===== config.mk =====
export PLATFORM = sky130hd
export DESIGN_NAME = pwm_deadband
export DESIGN_NICKNAME = d
export VERILOG_FILES = /design/src/rtl/dbg_pkg.sv /design/src/rtl/dbg_route.sv /design/src/rtl/dbg_edge_delay.sv /design/src/rtl/dbg_out_stage.sv /design/src/rtl/pwm_deadband.sv
export SDC_FILE = /design/constraint.sdc
export NUM_CORES = 1
export LEC_CHECK = 0
export BUFFER_PORTS_ARGS = -buffer_cell sky130_fd_sc_hd__buf_2
export CORE_MARGIN = 2
export CORE_UTILIZATION = 30
export CTS_BUF_LIST = sky130_fd_sc_hd__clkbuf_8 sky130_fd_sc_hd__clkbuf_16
export DETAILED_ROUTE_END_ITERATION = 10
export PLACE_DENSITY = 0.6
export SETUP_SLACK_MARGIN = 0.5
export SYNTH_ARGS = -nofsm -noshare
export SYNTH_HDL_FRONTEND = slang
export SYNTH_SLANG_ARGS = --single-unit

===== constraint.sdc =====
create_clock -name clk -period 3.4 [get_ports clk]
set_input_delay 0.34 -clock clk [delete_from_list [all_inputs] [get_ports clk]]
set_output_delay 0.34 -clock clk [all_outputs]
set_load 0.02 [all_outputs]

===== src/rtl/dbg_pkg.sv =====
package dbg_pkg;
  typedef enum logic {SRC_A = 1'b0, SRC_B = 1'b1} src_sel_e;
  localparam int PATH_RISE = 0;
  localparam int PATH_FALL = 1;
  localparam int NUM_PATHS = 2;
endpackage


===== src/rtl/dbg_route.sv =====
module dbg_route
  import dbg_pkg::*;
(
  input  logic pwm_a_i,
  input  logic pwm_b_i,
  input  logic rise_src_i,
  input  logic fall_src_i,
  output logic rise_lvl_o,
  output logic fall_lvl_o
);
  always_comb begin
    rise_lvl_o = (src_sel_e'(rise_src_i) == SRC_B) ? pwm_b_i : pwm_a_i;
    fall_lvl_o = (src_sel_e'(fall_src_i) == SRC_B) ? pwm_b_i : pwm_a_i;
  end
endmodule


===== src/rtl/dbg_edge_delay.sv =====
// Holds back the assertion of lvl_i by dly_i ticks; deassertion is immediate.
module dbg_edge_delay #(
  parameter int DLY_W = 10
) (
  input  logic             clk,
  input  logic             rst,
  input  logic             ce_i,
  input  logic             lvl_i,
  input  logic [DLY_W-1:0] dly_i,
  output logic             lvl_o
);
  logic [DLY_W-1:0] run_q;
  logic             lvl_q;

  always_ff @(posedge clk) begin
    if (rst) begin
      run_q <= '0;
      lvl_q <= 1'b0;
    end else if (ce_i) begin
      if (!lvl_i) begin
        run_q <= '0;
        lvl_q <= 1'b0;
      end else if (run_q >= dly_i) begin
        lvl_q <= 1'b1;
      end else begin
        run_q <= run_q + 1'b1;
      end
    end
  end

  assign lvl_o = lvl_q;

  // no progress without a tick
  a_r9_unit_hold: assert property (@(posedge clk) disable iff (rst)
    !ce_i |=> ($stable(lvl_q) && $stable(run_q)));
  // a tick with the level low drops the delayed level at once
  a_r2_fast_drop: assert property (@(posedge clk) disable iff (rst)
    (ce_i && !lvl_i) |=> !lvl_q);
  // the delayed level only asserts on a tick with the source asserted
  a_r4_rise_needs_src: assert property (@(posedge clk) disable iff (rst)
    $rose(lvl_q) |-> ($past(ce_i) && $past(lvl_i)));
endmodule


===== src/rtl/dbg_out_stage.sv =====
module dbg_out_stage
  import dbg_pkg::*;
(
  input  logic       clk,
  input  logic       rst,
  input  logic       ce_i,
  input  logic       pwm_a_i,
  input  logic       pwm_b_i,
  input  logic       rise_dl_i,
  input  logic       fall_dl_i,
  input  logic [1:0] pol_i,
  input  logic [1:0] bypass_i,
  output logic       gate_a_o,
  output logic       gate_b_o
);
  logic raw_a_q, raw_b_q;
  logic gate_a_q, gate_b_q;

  always_ff @(posedge clk) begin
    if (rst) begin
      raw_a_q  <= 1'b0;
      raw_b_q  <= 1'b0;
      gate_a_q <= 1'b0;
      gate_b_q <= 1'b0;
    end else if (ce_i) begin
      raw_a_q  <= pwm_a_i;
      raw_b_q  <= pwm_b_i;
      gate_a_q <= bypass_i[0] ? raw_a_q : (rise_dl_i ^ pol_i[0]);
      gate_b_q <= bypass_i[1] ? raw_b_q : (fall_dl_i ^ pol_i[1]);
    end
  end

  assign gate_a_o = gate_a_q;
  assign gate_b_o = gate_b_q;

  // outputs hold between ticks
  a_r9_out_hold: assert property (@(posedge clk) disable iff (rst)
    !ce_i |=> ($stable(gate_a_q) && $stable(gate_b_q)));
  // bypass on A shows the raw level captured on the previous tick
  a_r8_bypass_a: assert property (@(posedge clk) disable iff (rst)
    (ce_i && bypass_i[0]) |=> (gate_a_q == $past(raw_a_q)));
endmodule


===== src/rtl/pwm_deadband.sv =====
module pwm_deadband
  import dbg_pkg::*;
#(
  parameter int DLY_W = 10
) (
  input  logic             clk,
  input  logic             rst,
  input  logic             tb_ce,
  input  logic             pwm_a_i,
  input  logic             pwm_b_i,
  input  logic             rise_src_i,
  input  logic             fall_src_i,
  input  logic [1:0]       pol_i,
  input  logic [1:0]       bypass_i,
  input  logic [DLY_W-1:0] rise_dly_i,
  input  logic [DLY_W-1:0] fall_dly_i,
  output logic             gate_a_o,
  output logic             gate_b_o
);
  logic                 rise_src_lvl, fall_src_lvl;
  logic [NUM_PATHS-1:0] path_in;
  logic [NUM_PATHS-1:0] path_out;
  logic [DLY_W-1:0]     path_dly [NUM_PATHS];

  dbg_route u_route (
    .pwm_a_i    (pwm_a_i),
    .pwm_b_i    (pwm_b_i),
    .rise_src_i (rise_src_i),
    .fall_src_i (fall_src_i),
    .rise_lvl_o (rise_src_lvl),
    .fall_lvl_o (fall_src_lvl)
  );

  // The falling path delays the assertion of the inverted source.
  assign path_in[PATH_RISE]  = rise_src_lvl;
  assign path_in[PATH_FALL]  = ~fall_src_lvl;
  assign path_dly[PATH_RISE] = rise_dly_i;
  assign path_dly[PATH_FALL] = fall_dly_i;

  for (genvar p = 0; p < NUM_PATHS; p++) begin : g_path
    dbg_edge_delay #(.DLY_W(DLY_W)) u_dly (
      .clk   (clk),
      .rst   (rst),
      .ce_i  (tb_ce),
      .lvl_i (path_in[p]),
      .dly_i (path_dly[p]),
      .lvl_o (path_out[p])
    );
  end

  dbg_out_stage u_out (
    .clk       (clk),
    .rst       (rst),
    .ce_i      (tb_ce),
    .pwm_a_i   (pwm_a_i),
    .pwm_b_i   (pwm_b_i),
    .rise_dl_i (path_out[PATH_RISE]),
    .fall_dl_i (~path_out[PATH_FALL]),
    .pol_i     (pol_i),
    .bypass_i  (bypass_i),
    .gate_a_o  (gate_a_o),
    .gate_b_o  (gate_b_o)
  );

  logic comp_cfg;
  assign comp_cfg = !rise_src_i && !fall_src_i && (pol_i == 2'b10) && (bypass_i == 2'b00);

  // complementary pair never overlaps
  a_r10_no_overlap: assert property (@(posedge clk) disable iff (rst)
    (comp_cfg && $past(comp_cfg)) |-> !(gate_a_o && gate_b_o));
  // reset clears the outputs
  a_r1_reset_low: assert property (@(posedge clk)
    rst |=> (!gate_a_o && !gate_b_o));
endmodule


==> impl_metrics.py <==
metrics = {
    "run_status": {
        "run_status": "finished clean",
    },
    "sta": {
        "min_period_over_period_pct": 67.9,
        "max_freq_mhz": 433,
        "finalSetupViolCount": 0,
        "rsz0062_at_grt": "no",
        "setup-tns-final_ns": 0,
        "fin_skew_ns": 0.00313,
        "finalHoldViolCount": 0,
        "worst_slew_margin_rel_pct": 50.4,
        "worstMarginPinSlew_ns": 0.743,
        "maxSlewViolCount": 0,
        "period_needed_ns": 2.31,
    },
    "power": {
        "power_density_nw_per_um2": 282,
        "p_leak_nw": 1.02,
        "power.ir.vdd_worst_mv": 0.154,
    },
    "setup_path": {
        "start_kind": "flop",
        "critPathMaxFanout": 11,
        "timing.critical_path.buf_inv": 1,
        "path_delay_family": "compound AO/OA/AOI/OAI gates",
        "critical_path.cell_chain": "inv_1 > ha_1 > nand2b_1 > a21o_1 > a211oi_2 > nand4_1 > mux2i_1",
        "worst_path_max_delay_cell": "sky130_fd_sc_hd__a211oi_2",
        "required_ns": 3.57,
        "critPathMaxStageDelay_ns": 0.67,
        "worst_setup_path_end_kind": "flop",
        "arrival_ns": 2.47,
        "timing.setup.critical_path_class": "reg2reg",
    },
    "cts": {
        "cts.path.max_buffers": 2,
        "cts_root_buffer": "sky130_fd_sc_hd__clkbuf_8",
        "cts_setup_buffers": 0,
        "number_of_buffers_inserted_during_clock_tree_synthesis": 3,
        "htreeDepth": 1,
        "cts.hold.buffers_added": 0,
        "clock_tree_from_tritoncts": "done",
        "clk-insertion-delay-late_ns": 0.28,
        "clk_transition_reported_paths_ns": 0.10,
        "cts.repair.resized": 0,
        "tritoncts_num_sinks": 26,
    },
    "cells_and_area": {
        "antennaDiodeCount": 0,
        "layout-area-overhead-vs-synth_pct": 13.9,
        "finish.utilization_pct": 35.4,
        "design.final.nets": 355,
        "drive_gt1_share_pct": 15.6,
    },
    "synth": {
        "synth.yosys.seq_area_share_pct": 24.6,
        "synthArstFlopShare_pct": 0,
        "yosysMostFrequentCell": "sky130_fd_sc_hd__nand2_1",
        "netlist_instances": 277,
        "synth.ff_latch_count": 26,
        "synth.lib_cells_used.distinct": 49,
        "synth_top_area_share_pct": 24.6,
        "avgSynthCellArea_um2": 7.63,
        "yosysWarningCount": 0,
        "synthTopCellsByArea": "sky130_fd_sc_hd__dfxtp_1 25%, sky130_fd_sc_hd__ha_1 13%, sky130_fd_sc_hd__nand2_1 5.7%",
        "synth_fp_nets": 330,
        "yosys.area.top_type": "sky130_fd_sc_hd__dfxtp_1",
        "post_synthesis_cell_area_um2": 2110,
        "number_of_enable_flip_flop_cells_after_synthesis": 0,
        "dominantRegCellSynth": "sky130_fd_sc_hd__dfxtp_1",
        "leading_cell_types_by_count_after_synthesis": "32 x sky130_fd_sc_hd__nand2_1, 26 x sky130_fd_sc_hd__dfxtp_1, 26 x sky130_fd_sc_hd__inv_1, 22 x sky130_fd_sc_hd__ha_1, 17 x sky130_fd_sc_hd__nand3_1",
    },
    "global_routing": {
        "grt_use_met1_pct": 20.4,
        "globalRoute.totalOverflow": 0,
        "grt_antenna_before_repair": 0,
        "grtUsageMet3_pct": 1.70,
        "grt_pass1_wl_um": 8680,
        "grt_util_met2_pct": 21.1,
        "top_usage_layer": "met2",
        "grt_max_degree": 21,
        "track_usage_pct": 13.8,
        "first_global_vias": 1841,
    },
    "drt": {
        "drc": 0,
        "drt-total-wl_um": 5100,
        "via_density": 5.21,
        "dr.pass1.iters": 4,
        "antenna_left": 0,
        "dr_total_vias": 2068,
        "drt_first_iter_violations": 126,
        "wl_per_cell_um": 12.9,
    },
    "place": {
        "port_buffers": 32,
        "routabilityCongestion": 0.884,
        "detailed_place_hpwl_um": 3760,
    },
    "die": {
        "die_height_um": 87.9,
        "pin_count": 33,
        "die_width_um": 87.9,
        "rows": 30,
        "dieArea_um2": 7730,
        "core_area_um2": 6790,
        "starting_density_of_the_core_pct": 31.1,
    },
    "run": {
        "maxCapViolCount": 0,
    },
    "hold_path": {
        "worst_min_delay_path_category": "in2reg",
    },
}
## cell type report
type | count | area (um^2)
Tap cell | 96 | 120
Sequential cell | 26 | 520
Inverter | 27 | 101
Multi-Input combinational cell | 212 | 1430
Timing Repair Buffer | 32 | 160
Clock buffer | 3 | 41.3
Clock inverter | 1 | 30.0
Fill cell | 705 | 4390
## logic make-up (layout without fill, tap and decap cells)
logic type,Yosys count,count (layout),synth area share (%)
adder cells (fa/ha/maj),22,22,13.0
flip-flops,26,26,24.6
buffers and inverters,39,63,7.58
multiplexers,7,7,3.55
AO/OA/AOI/OAI,64,64,22.2
XOR/XNOR,2,2,0.829
AND/OR/NAND/NOR,117,117,28.2
## cells in the final DEF (no fill, tap or decap), drive strengths merged, types with 4 or more instances in the layout
cell and n:
dfxtp 26, a31oi 8, o311ai 7, inv 26, a21oi 9, nor2 16
nand2 32, a21o 6, nand3 17, buf 32, o2111ai 4, nand4 12
mux2i 6, a211oi 5, nor3 12, a31o 5, o21ai 10, ha 22
nor4 4
## flip-flops by register name (all words and copies together), names as in the netlist
signal / cells
g_path.u_dly.lvl_o: 2
g_path.u_dly.run_q: 20
u_out.gate_a_o: 1
u_out.gate_b_o: 1
u_out.raw_a_q: 1
u_out.raw_b_q: 1
## power by group
group	internal (mW)	leakage (nW)	total [mW]	switching [mW]
Clock	0.158	0.0357	0.266	0.108
Sequential	0.310	0.211	0.315	0.00502
Combinational	0.0392	0.775	0.0967	0.0575
Total	0.507	1.02	0.677	0.171
## per-layer routing
metal | wire, um | share of wire [%]
met3 | 176 | 3.4
met1 | 2640 | 52
met5 | 0 | 0
met4 | 55 | 1.1
met2 | 2230 | 44
## worst reg2reg max path, cell delays in order (launching register included)
cell and delay [ns]:
sky130_fd_sc_hd__dfxtp_1 0.42, sky130_fd_sc_hd__inv_1 0.08, sky130_fd_sc_hd__ha_1 0.26, sky130_fd_sc_hd__nand2b_1 0.13, sky130_fd_sc_hd__a21o_1 0.21, sky130_fd_sc_hd__a211oi_2 0.67
sky130_fd_sc_hd__nand4_1 0.25, sky130_fd_sc_hd__mux2i_1 0.17
## final timing paths
check	start	cells past startpoint	to	slack, ns
setup / recovery	g_path[1].u_dly.run_q[0]$_SDFFE_PP0P_	7	g_path[1].u_dly.run_q[9]$_SDFFE_PP0P_	1.09
hold / removal	pwm_b_i	3	u_out.raw_b_q$_SDFFE_PP0P_	0.36
setup reg to reg	g_path[1].u_dly.run_q[0]$_SDFFE_PP0P_	7	g_path[1].u_dly.run_q[9]$_SDFFE_PP0P_	1.09
hold reg to reg	g_path[1].u_dly.lvl_o$_SDFFE_PP0P_	2	g_path[1].u_dly.lvl_o$_SDFFE_PP0P_	0.48
## metrics by stage
step	instances	power [mW]	setup slack [ns]	instance area (um^2)	hold WS [ns]
finish	397	0.677	1.09	2410	0.355
global route	397	0.711	0.918	2410	0.366
CTS	397	0.685	1.12	2410	0.339
detailed placement	393	0.419	1.14	2330	0.464
global placement	393	0.418	1.22	2330	0.457
floorplan	277	0.384	1.46	2110	0.437
(Power assumes the default switching activity.)
